--- src/rtl/extint_pkg.sv ---
package extint_pkg;

  typedef enum logic [1:0] {
    SENSE_LOW  = 2'd0,
    SENSE_FALL = 2'd1,
    SENSE_RISE = 2'd2,
    SENSE_BOTH = 2'd3
  } sense_e;

  // byte offsets of the three registers
  localparam int OFS_CTRL0 = 0;
  localparam int OFS_CTRL1 = 2;
  localparam int OFS_REQ   = 4;

  // control register 0 fields (the NMI level bit is the top bit)
  localparam int NMI_FLAG_BIT = 1;
  localparam int NMI_EDGE_BIT = 8;

  // qualify one synchronised line against its sense mode
  function automatic logic sense_hit(input sense_e mode, input logic cur, input logic prev);
    logic hit;
    case (mode)
      SENSE_LOW:  hit = ~cur;
      SENSE_FALL: hit = prev & ~cur;
      SENSE_RISE: hit = ~prev & cur;
      default:    hit = prev ^ cur;
    endcase
    return hit;
  endfunction

  // NMI edge qualification: rising selects low-to-high, else high-to-low
  function automatic logic nmi_hit(input logic rising, input logic cur, input logic prev);
    return rising ? (~prev & cur) : (prev & ~cur);
  endfunction

endpackage

--- src/rtl/extint_sync.sv ---
module extint_sync #(
  parameter int   WIDTH     = 9,
  parameter int   STAGES    = 2,
  parameter logic RESET_BIT = 1'b1
) (
  input  logic             clk,
  input  logic             rst_n,
  input  logic [WIDTH-1:0] din,
  output logic [WIDTH-1:0] dout
);

  logic [STAGES-1:0][WIDTH-1:0] chain;

  always_ff @(posedge clk or negedge rst_n) begin
    if (!rst_n) begin
      chain <= {(STAGES*WIDTH){RESET_BIT}};
    end else begin
      chain[0] <= din;
      for (int i = 1; i < STAGES; i++) begin
        chain[i] <= chain[i-1];
      end
    end
  end

  assign dout = chain[STAGES-1];

endmodule

--- src/rtl/extint_line.sv ---
module extint_line
  import extint_pkg::*;
(
  input  logic       clk,
  input  logic       rst_n,
  input  logic       lvl,
  input  logic [1:0] sense,
  input  logic       clr,
  output logic       pend,
  output logic       set_evt,
  output logic       prev
);

  always_ff @(posedge clk or negedge rst_n) begin
    if (!rst_n) prev <= 1'b1;
    else        prev <= lvl;
  end

  assign set_evt = sense_hit(sense_e'(sense), lvl, prev);

  // a new event outranks a clear in the same cycle
  always_ff @(posedge clk or negedge rst_n) begin
    if (!rst_n) pend <= 1'b0;
    else        pend <= (pend & ~clr) | set_evt;
  end

endmodule

--- src/rtl/extint_nmi.sv ---
module extint_nmi
  import extint_pkg::*;
(
  input  logic clk,
  input  logic rst_n,
  input  logic lvl,
  input  logic edge_rise,
  input  logic clr,
  output logic flag,
  output logic evt
);

  logic prev;

  always_ff @(posedge clk or negedge rst_n) begin
    if (!rst_n) prev <= 1'b1;
    else        prev <= lvl;
  end

  assign evt = nmi_hit(edge_rise, lvl, prev);

  always_ff @(posedge clk or negedge rst_n) begin
    if (!rst_n) flag <= 1'b0;
    else        flag <= (flag & ~clr) | evt;
  end

endmodule

--- src/rtl/extint_regs.sv ---
module extint_regs
  import extint_pkg::*;
#(
  parameter int NUM_IRQ = 8,
  parameter int DATA_W  = 16,
  parameter int ADDR_W  = 3
) (
  input  logic                   clk,
  input  logic                   rst_n,
  input  logic [ADDR_W-1:0]      bus_addr,
  input  logic                   bus_wen,
  input  logic [DATA_W-1:0]      bus_wdata,
  output logic [DATA_W-1:0]      bus_rdata,
  input  logic [NUM_IRQ-1:0]     pend,
  input  logic                   nmi_flag,
  input  logic                   nmi_lvl,
  output logic [2*NUM_IRQ-1:0]   sense_vec,
  output logic                   nmi_edge_rise,
  output logic [NUM_IRQ-1:0]     req_clr,
  output logic                   nmi_clr
);

  localparam int SENSE_W     = 2 * NUM_IRQ;
  localparam int NMI_LVL_BIT = DATA_W - 1;

  logic sel_ctrl0, sel_ctrl1, sel_req;

  assign sel_ctrl0 = (bus_addr == ADDR_W'(OFS_CTRL0));
  assign sel_ctrl1 = (bus_addr == ADDR_W'(OFS_CTRL1));
  assign sel_req   = (bus_addr == ADDR_W'(OFS_REQ));

  always_ff @(posedge clk or negedge rst_n) begin
    if (!rst_n) begin
      sense_vec     <= '0;
      nmi_edge_rise <= 1'b0;
    end else if (bus_wen) begin
      if (sel_ctrl1) sense_vec     <= bus_wdata[SENSE_W-1:0];
      if (sel_ctrl0) nmi_edge_rise <= bus_wdata[NMI_EDGE_BIT];
    end
  end

  // clear-by-zero: a zero written to a bit is the clear request for that bit
  assign req_clr = (bus_wen && sel_req) ? ~bus_wdata[NUM_IRQ-1:0] : '0;
  assign nmi_clr = bus_wen && sel_ctrl0 && !bus_wdata[NMI_FLAG_BIT];

  always_comb begin
    bus_rdata = '0;
    if (sel_ctrl0) begin
      bus_rdata[NMI_LVL_BIT]  = nmi_lvl;
      bus_rdata[NMI_EDGE_BIT] = nmi_edge_rise;
      bus_rdata[NMI_FLAG_BIT] = nmi_flag;
    end else if (sel_ctrl1) begin
      bus_rdata = DATA_W'(sense_vec);
    end else if (sel_req) begin
      bus_rdata = DATA_W'(pend);
    end
  end

endmodule

--- src/rtl/extint_sense_ctrl.sv ---
module extint_sense_ctrl
  import extint_pkg::*;
#(
  parameter int NUM_IRQ     = 8,
  parameter int DATA_W      = 16,
  parameter int ADDR_W      = 3,
  parameter int SYNC_STAGES = 2
) (
  input  logic               clk,
  input  logic               rst_n,
  input  logic [NUM_IRQ-1:0] irq_pin,
  input  logic               nmi_pin,
  input  logic [ADDR_W-1:0]  bus_addr,
  input  logic               bus_wen,
  input  logic [DATA_W-1:0]  bus_wdata,
  output logic [DATA_W-1:0]  bus_rdata,
  output logic [NUM_IRQ-1:0] irq_out
);

  localparam int PIN_W   = NUM_IRQ + 1;
  localparam int SENSE_W = 2 * NUM_IRQ;

  // named internal events, also watched by the bound checker
  logic [PIN_W-1:0]   sync_lvl;
  logic [NUM_IRQ-1:0] lvl_sync;
  logic [NUM_IRQ-1:0] lvl_prev;
  logic [NUM_IRQ-1:0] set_evt;
  logic [NUM_IRQ-1:0] pend;
  logic [NUM_IRQ-1:0] req_clr;
  logic [SENSE_W-1:0] sense_vec;
  logic               nmi_lvl;
  logic               nmi_evt;
  logic               nmi_clr;
  logic               nmi_flag;
  logic               nmi_edge_rise;

  extint_sync #(
    .WIDTH     (PIN_W),
    .STAGES    (SYNC_STAGES),
    .RESET_BIT (1'b1)
  ) u_sync (
    .clk  (clk),
    .rst_n(rst_n),
    .din  ({nmi_pin, irq_pin}),
    .dout (sync_lvl)
  );

  assign lvl_sync = sync_lvl[NUM_IRQ-1:0];
  assign nmi_lvl  = sync_lvl[NUM_IRQ];

  for (genvar n = 0; n < NUM_IRQ; n++) begin : g_line
    extint_line u_line (
      .clk    (clk),
      .rst_n  (rst_n),
      .lvl    (lvl_sync[n]),
      .sense  (sense_vec[2*n +: 2]),
      .clr    (req_clr[n]),
      .pend   (pend[n]),
      .set_evt(set_evt[n]),
      .prev   (lvl_prev[n])
    );
  end

  extint_nmi u_nmi (
    .clk      (clk),
    .rst_n    (rst_n),
    .lvl      (nmi_lvl),
    .edge_rise(nmi_edge_rise),
    .clr      (nmi_clr),
    .flag     (nmi_flag),
    .evt      (nmi_evt)
  );

  extint_regs #(
    .NUM_IRQ(NUM_IRQ),
    .DATA_W (DATA_W),
    .ADDR_W (ADDR_W)
  ) u_regs (
    .clk          (clk),
    .rst_n        (rst_n),
    .bus_addr     (bus_addr),
    .bus_wen      (bus_wen),
    .bus_wdata    (bus_wdata),
    .bus_rdata    (bus_rdata),
    .pend         (pend),
    .nmi_flag     (nmi_flag),
    .nmi_lvl      (nmi_lvl),
    .sense_vec    (sense_vec),
    .nmi_edge_rise(nmi_edge_rise),
    .req_clr      (req_clr),
    .nmi_clr      (nmi_clr)
  );

  assign irq_out = pend;

endmodule

--- config.mk ---
export PLATFORM = sky130hd
export DESIGN_NAME = extint_sense_ctrl
export DESIGN_NICKNAME = d
export VERILOG_FILES = /design/src/rtl/extint_pkg.sv /design/src/rtl/extint_sync.sv /design/src/rtl/extint_line.sv /design/src/rtl/extint_nmi.sv /design/src/rtl/extint_regs.sv /design/src/rtl/extint_sense_ctrl.sv
export SDC_FILE = /design/constraint.sdc
export NUM_CORES = 1
export LEC_CHECK = 0
export CORE_UTILIZATION = 36
export DETAILED_ROUTE_END_ITERATION = 8
export PLACE_DENSITY_LB_ADDON = 0.3
export SKIP_CTS_REPAIR_TIMING = 1
export SLEW_MARGIN = 5
export SYNTH_ARGS = -nofsm -noshare
export SYNTH_HDL_FRONTEND = slang
export SYNTH_SLANG_ARGS = --single-unit
export TNS_END_PERCENT = 10
--- constraint.sdc ---
create_clock -name clk -period 3.75 [get_ports clk]
set_input_delay 1.125 -clock clk [delete_from_list [all_inputs] [get_ports clk]]
set_output_delay 1.125 -clock clk [all_outputs]
set_load 0.03 [all_outputs]
==> results of run 1 <==
==> layout make-up <==
cell class / count / area [sq um] / area share, %
multi-input cells: 118 / 936 / 30.1
clock inverters: 2 / 37.5 / 1.21
inverters: 16 / 60.1 / 1.93
repair buffers: 59 / 533 / 17.2
well taps: 77 / 96.3 / 3.10
clock buffers: 6 / 82.6 / 2.66
flip-flops and latches: 53 / 1360 / 43.8
==> worst register-to-register path, cell delays in order (launching register included) <==
cell and delay (ns):
dfstp_2 0.54, inv_1 0.04, ha_1 0.27, nand2_1 0.06
o211ai_1 0.09, o211ai_1 0.11
==> cell usage after synthesis, types with 7 or more instances <==
library cell	n
o211ai_1	17
dfrtp_1	26
nand2_1	10
ha_1	16
o21ai_0	9
a22oi_1	7
a21oi_1	7
mux2_4	10
inv_1	16
mux2_2	7
dfstp_2	27
buf_4	8
nor2_1	16
==> sequential cells by signal, indices dropped and copies added, names as in the netlist <==
name and count:
u_regs.sense_vec 16, u_sync.chain 9, u_sync.dout 9, g_line.u_line.pend 8
g_line.u_line.prev 8, u_nmi.flag 1, u_nmi.prev 1, u_regs.nmi_edge_rise 1
==> metrics by stage <==
| stage | std cells | total power [uW] |
|---|---|---|
| 6_report | 331 | 1370 |
| 5_1_grt | 331 | 1440 |
| 4_1_cts | 331 | 1400 |
| 3_5_place_dp | 323 | 992 |
| 3_3_place_gp | 323 | 982 |
| 2_1_floorplan | 201 | 883 |
==> cells in the final DEF (no fill, tap or decap) <==
cell type	synthesis	routed
dfrtp_1	26	26
clkbuf_8	0	6
and3_4	1	1
ha_1	16	16
bufinv_16	0	1
nor2_2	1	1
nor3_1	2	2
dfstp_2	27	27
o21ai_0	9	9
nor2b_1	1	1
buf_4	8	21
a22oi_1	7	7
or4b_1	1	1
o211ai_1	17	17
a2bb2oi_1	1	1
inv_1	16	16
clkinvlp_4	0	1
mux2i_1	4	4
and3_1	6	6
nor2_1	16	16
nand4bb_1	1	1
mux2_4	10	10
nand2_1	10	10
clkdlybuf4s50_1	0	37
a21oi_1	7	7
buf_2	0	1
and2b_1	1	1
mux2_2	7	7
==> final timing paths <==
path / depth (start not counted) / end / start
worst min-delay path: 0 / u_sync.dout[8]$_DFF_PN1_ / u_sync.chain[8]$_DFF_PN1_
worst min register to register: 0 / u_sync.dout[8]$_DFF_PN1_ / u_sync.chain[8]$_DFF_PN1_
worst max register to register: 5 / g_line[1].u_line.pend$_DFF_PN0_ / g_line[1].u_line.prev$_DFF_PN1_
min in group asynchronous: 2 / u_regs.nmi_edge_rise$_DFFE_PN0P_ / rst_n
max in group asynchronous: 2 / u_regs.sense_vec[3]$_DFFE_PN0P_ / rst_n
worst max-delay path: 5 / bus_rdata[4] / bus_addr[1]
==> cell families (layout without fill, tap and decap cells) <==
logic type / after synthesis / in the layout / synth area share [%]
DFF: 53 / 53 / 55.2
AOI/OAI and AO/OA: 41 / 41 / 10.9
and+or+nand+nor: 40 / 40 / 8.03
buffers and inverters: 30 / 83 / 6.76
muxes: 21 / 21 / 10.9
adders and majority gates: 16 / 16 / 8.13
==> power by group <==
part	internal (uW)	switching, uW
clock network	217	179
registers	647	69.2
logic	142	119
==> per-layer routing <==
layer / up-vias / track usage (%)
met3: 4 / 3.34
met4: 0 / 4.16
li1: 792 / -
met2: 39 / 23.7
met1: 771 / 18.6
met5: - / 0
==> flow_summary.ini, run 1 <==
[synth]
syn_inst = 201
synth_area_sq_um = 2460
synth_edf_count = 0
syn_avg_cell_area_sq_um = 12.3
synthArstFlopShare_pct = 100
ys_seq_area_share_pct = 55.2
ys_ff_latch = 53
synth_top_area_share_pct = 28.8
synth_flop_cell = dfstp_2
synth_area_leaders = dfstp_2, dfrtp_1, ha_1, mux2_4, o211ai_1
yosys_warnings = 0
yosys.area.top_type = dfstp_2
yosysUniqueCellTypes = 26
synth_nets = 248

[sta]
worst-slew-pin-transition_ns = 0.640
relSlewSlack_pct = 57.3
hold_violations = 0
worst_slack_ns = 0.198
fin_skew_ns = 0.00166
min_period_ns = 3.55
hold-worst-slack_ns = 0.359
final_max_slew_viol_count = 0
fmax_mhz = 281
tns_ns = 0
post-route-period-util_pct = 94.7
rsz0062_at_grt = no
setup_violations = 0

[setup_path]
critPathBufInv = 2
worstPathMaxFanout = 7
r2r_setup_slack_ns = 2.51
cp_slowest_cell = clkdlybuf4s50_1
critical_path.top_delay_family = buffers and inverters
start_kind = input port
critPathRequiredTime_ns = 2.62
critPathCaptureType = primary output
path_class = input port to primary output
worst_ep_arrival_time_ns = 2.43
crit_chain = clkdlybuf4s50_1 -> and2b_1 -> a22oi_1 -> nor2_1 -> buf_4
cpPeakStageDelay_ns = 0.54

[grt]
grt_pass1_wl_mm = 7.78
grt_util_all_layers_pct = 14.2
grt_pass1_vias = 1568
gr-total-overflow = 0
antenna_found_initial = 0
grt_max_degree = 54

[final_layout]
drive_gt1_share_pct = 29.9
stdcell_area_sq_um = 3110
area_delta_synth_final_pct = 26.1
fillers = 614
fin_util_pct = 48.1
nNetsFinal = 300
n_antenna_cell = 0

[cts]
numCtsBuffers = 5
cts_root_buffer = clkbuf_8
htree_levels = 2
cts_buffer_depth = 2
clk_pin_slew_ns = 0.09
cts_num_sinks = 53
clk_latency_ns = 0.30
cts_tree = yes

[run]
cap_violations = 0

[detailed_routing]
drc = 0
vias = 1606
dr_wl_met3_microns = 175
wl_per_cell_microns = 14.3
routed_via_density = 4.85
ant_nets = 0
top_layer_used = met4
dr_wl_met2_mm = 2.30
drt_pre_antenna_iters = 6
drtIter0Drc = 34
drt-total-wl_mm = 4.74
drt-met1-wl_mm = 2.23

[pwr]
powerDensity_nw_per_um2 = 442
p_leak_uw = 0.00138
ir_drop_mv = 0.232

[placement]
place_ws_ns = 0.192
place_area_sq_um = 2990
gp_congestion = 0.707
dpl.hpwl_mm = 3.46
io_buffers = 54

[floorplanning]
die-area_sq_um = 7170
num_io_pins = 55
row_count = 29
die_w_microns = 84.7
die_h_microns = 84.7
start_util_pct = 38.1
core_area_sq_um = 6460

[run_status]
outcome = finished, final reports clean

[min_path]
hp-class = flop to flop
Note: power is estimated with default switching activity, not from simulation.
==> run 2, diff against run 1 <==
--- a/config.mk
+++ b/config.mk
@@ -6,10 +6,11 @@
 export NUM_CORES = 1
 export LEC_CHECK = 0
 export CORE_UTILIZATION = 36
+export CTS_BUF_LIST = sky130_fd_sc_hd__clkbuf_4 sky130_fd_sc_hd__clkbuf_8
 export DETAILED_ROUTE_END_ITERATION = 8
 export PLACE_DENSITY_LB_ADDON = 0.3
 export SKIP_CTS_REPAIR_TIMING = 1
-export SLEW_MARGIN = 5
+export SLEW_MARGIN = 20
 export SYNTH_ARGS = -nofsm -noshare
 export SYNTH_HDL_FRONTEND = slang
 export SYNTH_SLANG_ARGS = --single-unit
==> results of run 2 <==
Final layout, timing and power as in run 1 (identical DEF).
==> run 3, diff against run 2 <==
==> constraint.sdc (replaced) <==
create_clock -name clk -period 3.7 [get_ports clk]
set_input_delay 1.11 -clock clk [delete_from_list [all_inputs] [get_ports clk]]
set_output_delay 1.11 -clock clk [all_outputs]
set_load 0.03 [all_outputs]
==> results of run 3 <==
The final DEF is identical to that of run 1. Status: finished, final reports clean.
Main changes from that run: setup slack after placement 0.192 ns -> 0.172 ns; setup slack after layout 0.198 ns -> 0.178 ns; register-to-register setup slack 2.51 ns -> 2.46 ns; total power 1370 uW -> 1390 uW; worst IR drop on VDD 0.232 mV -> 0.235 mV
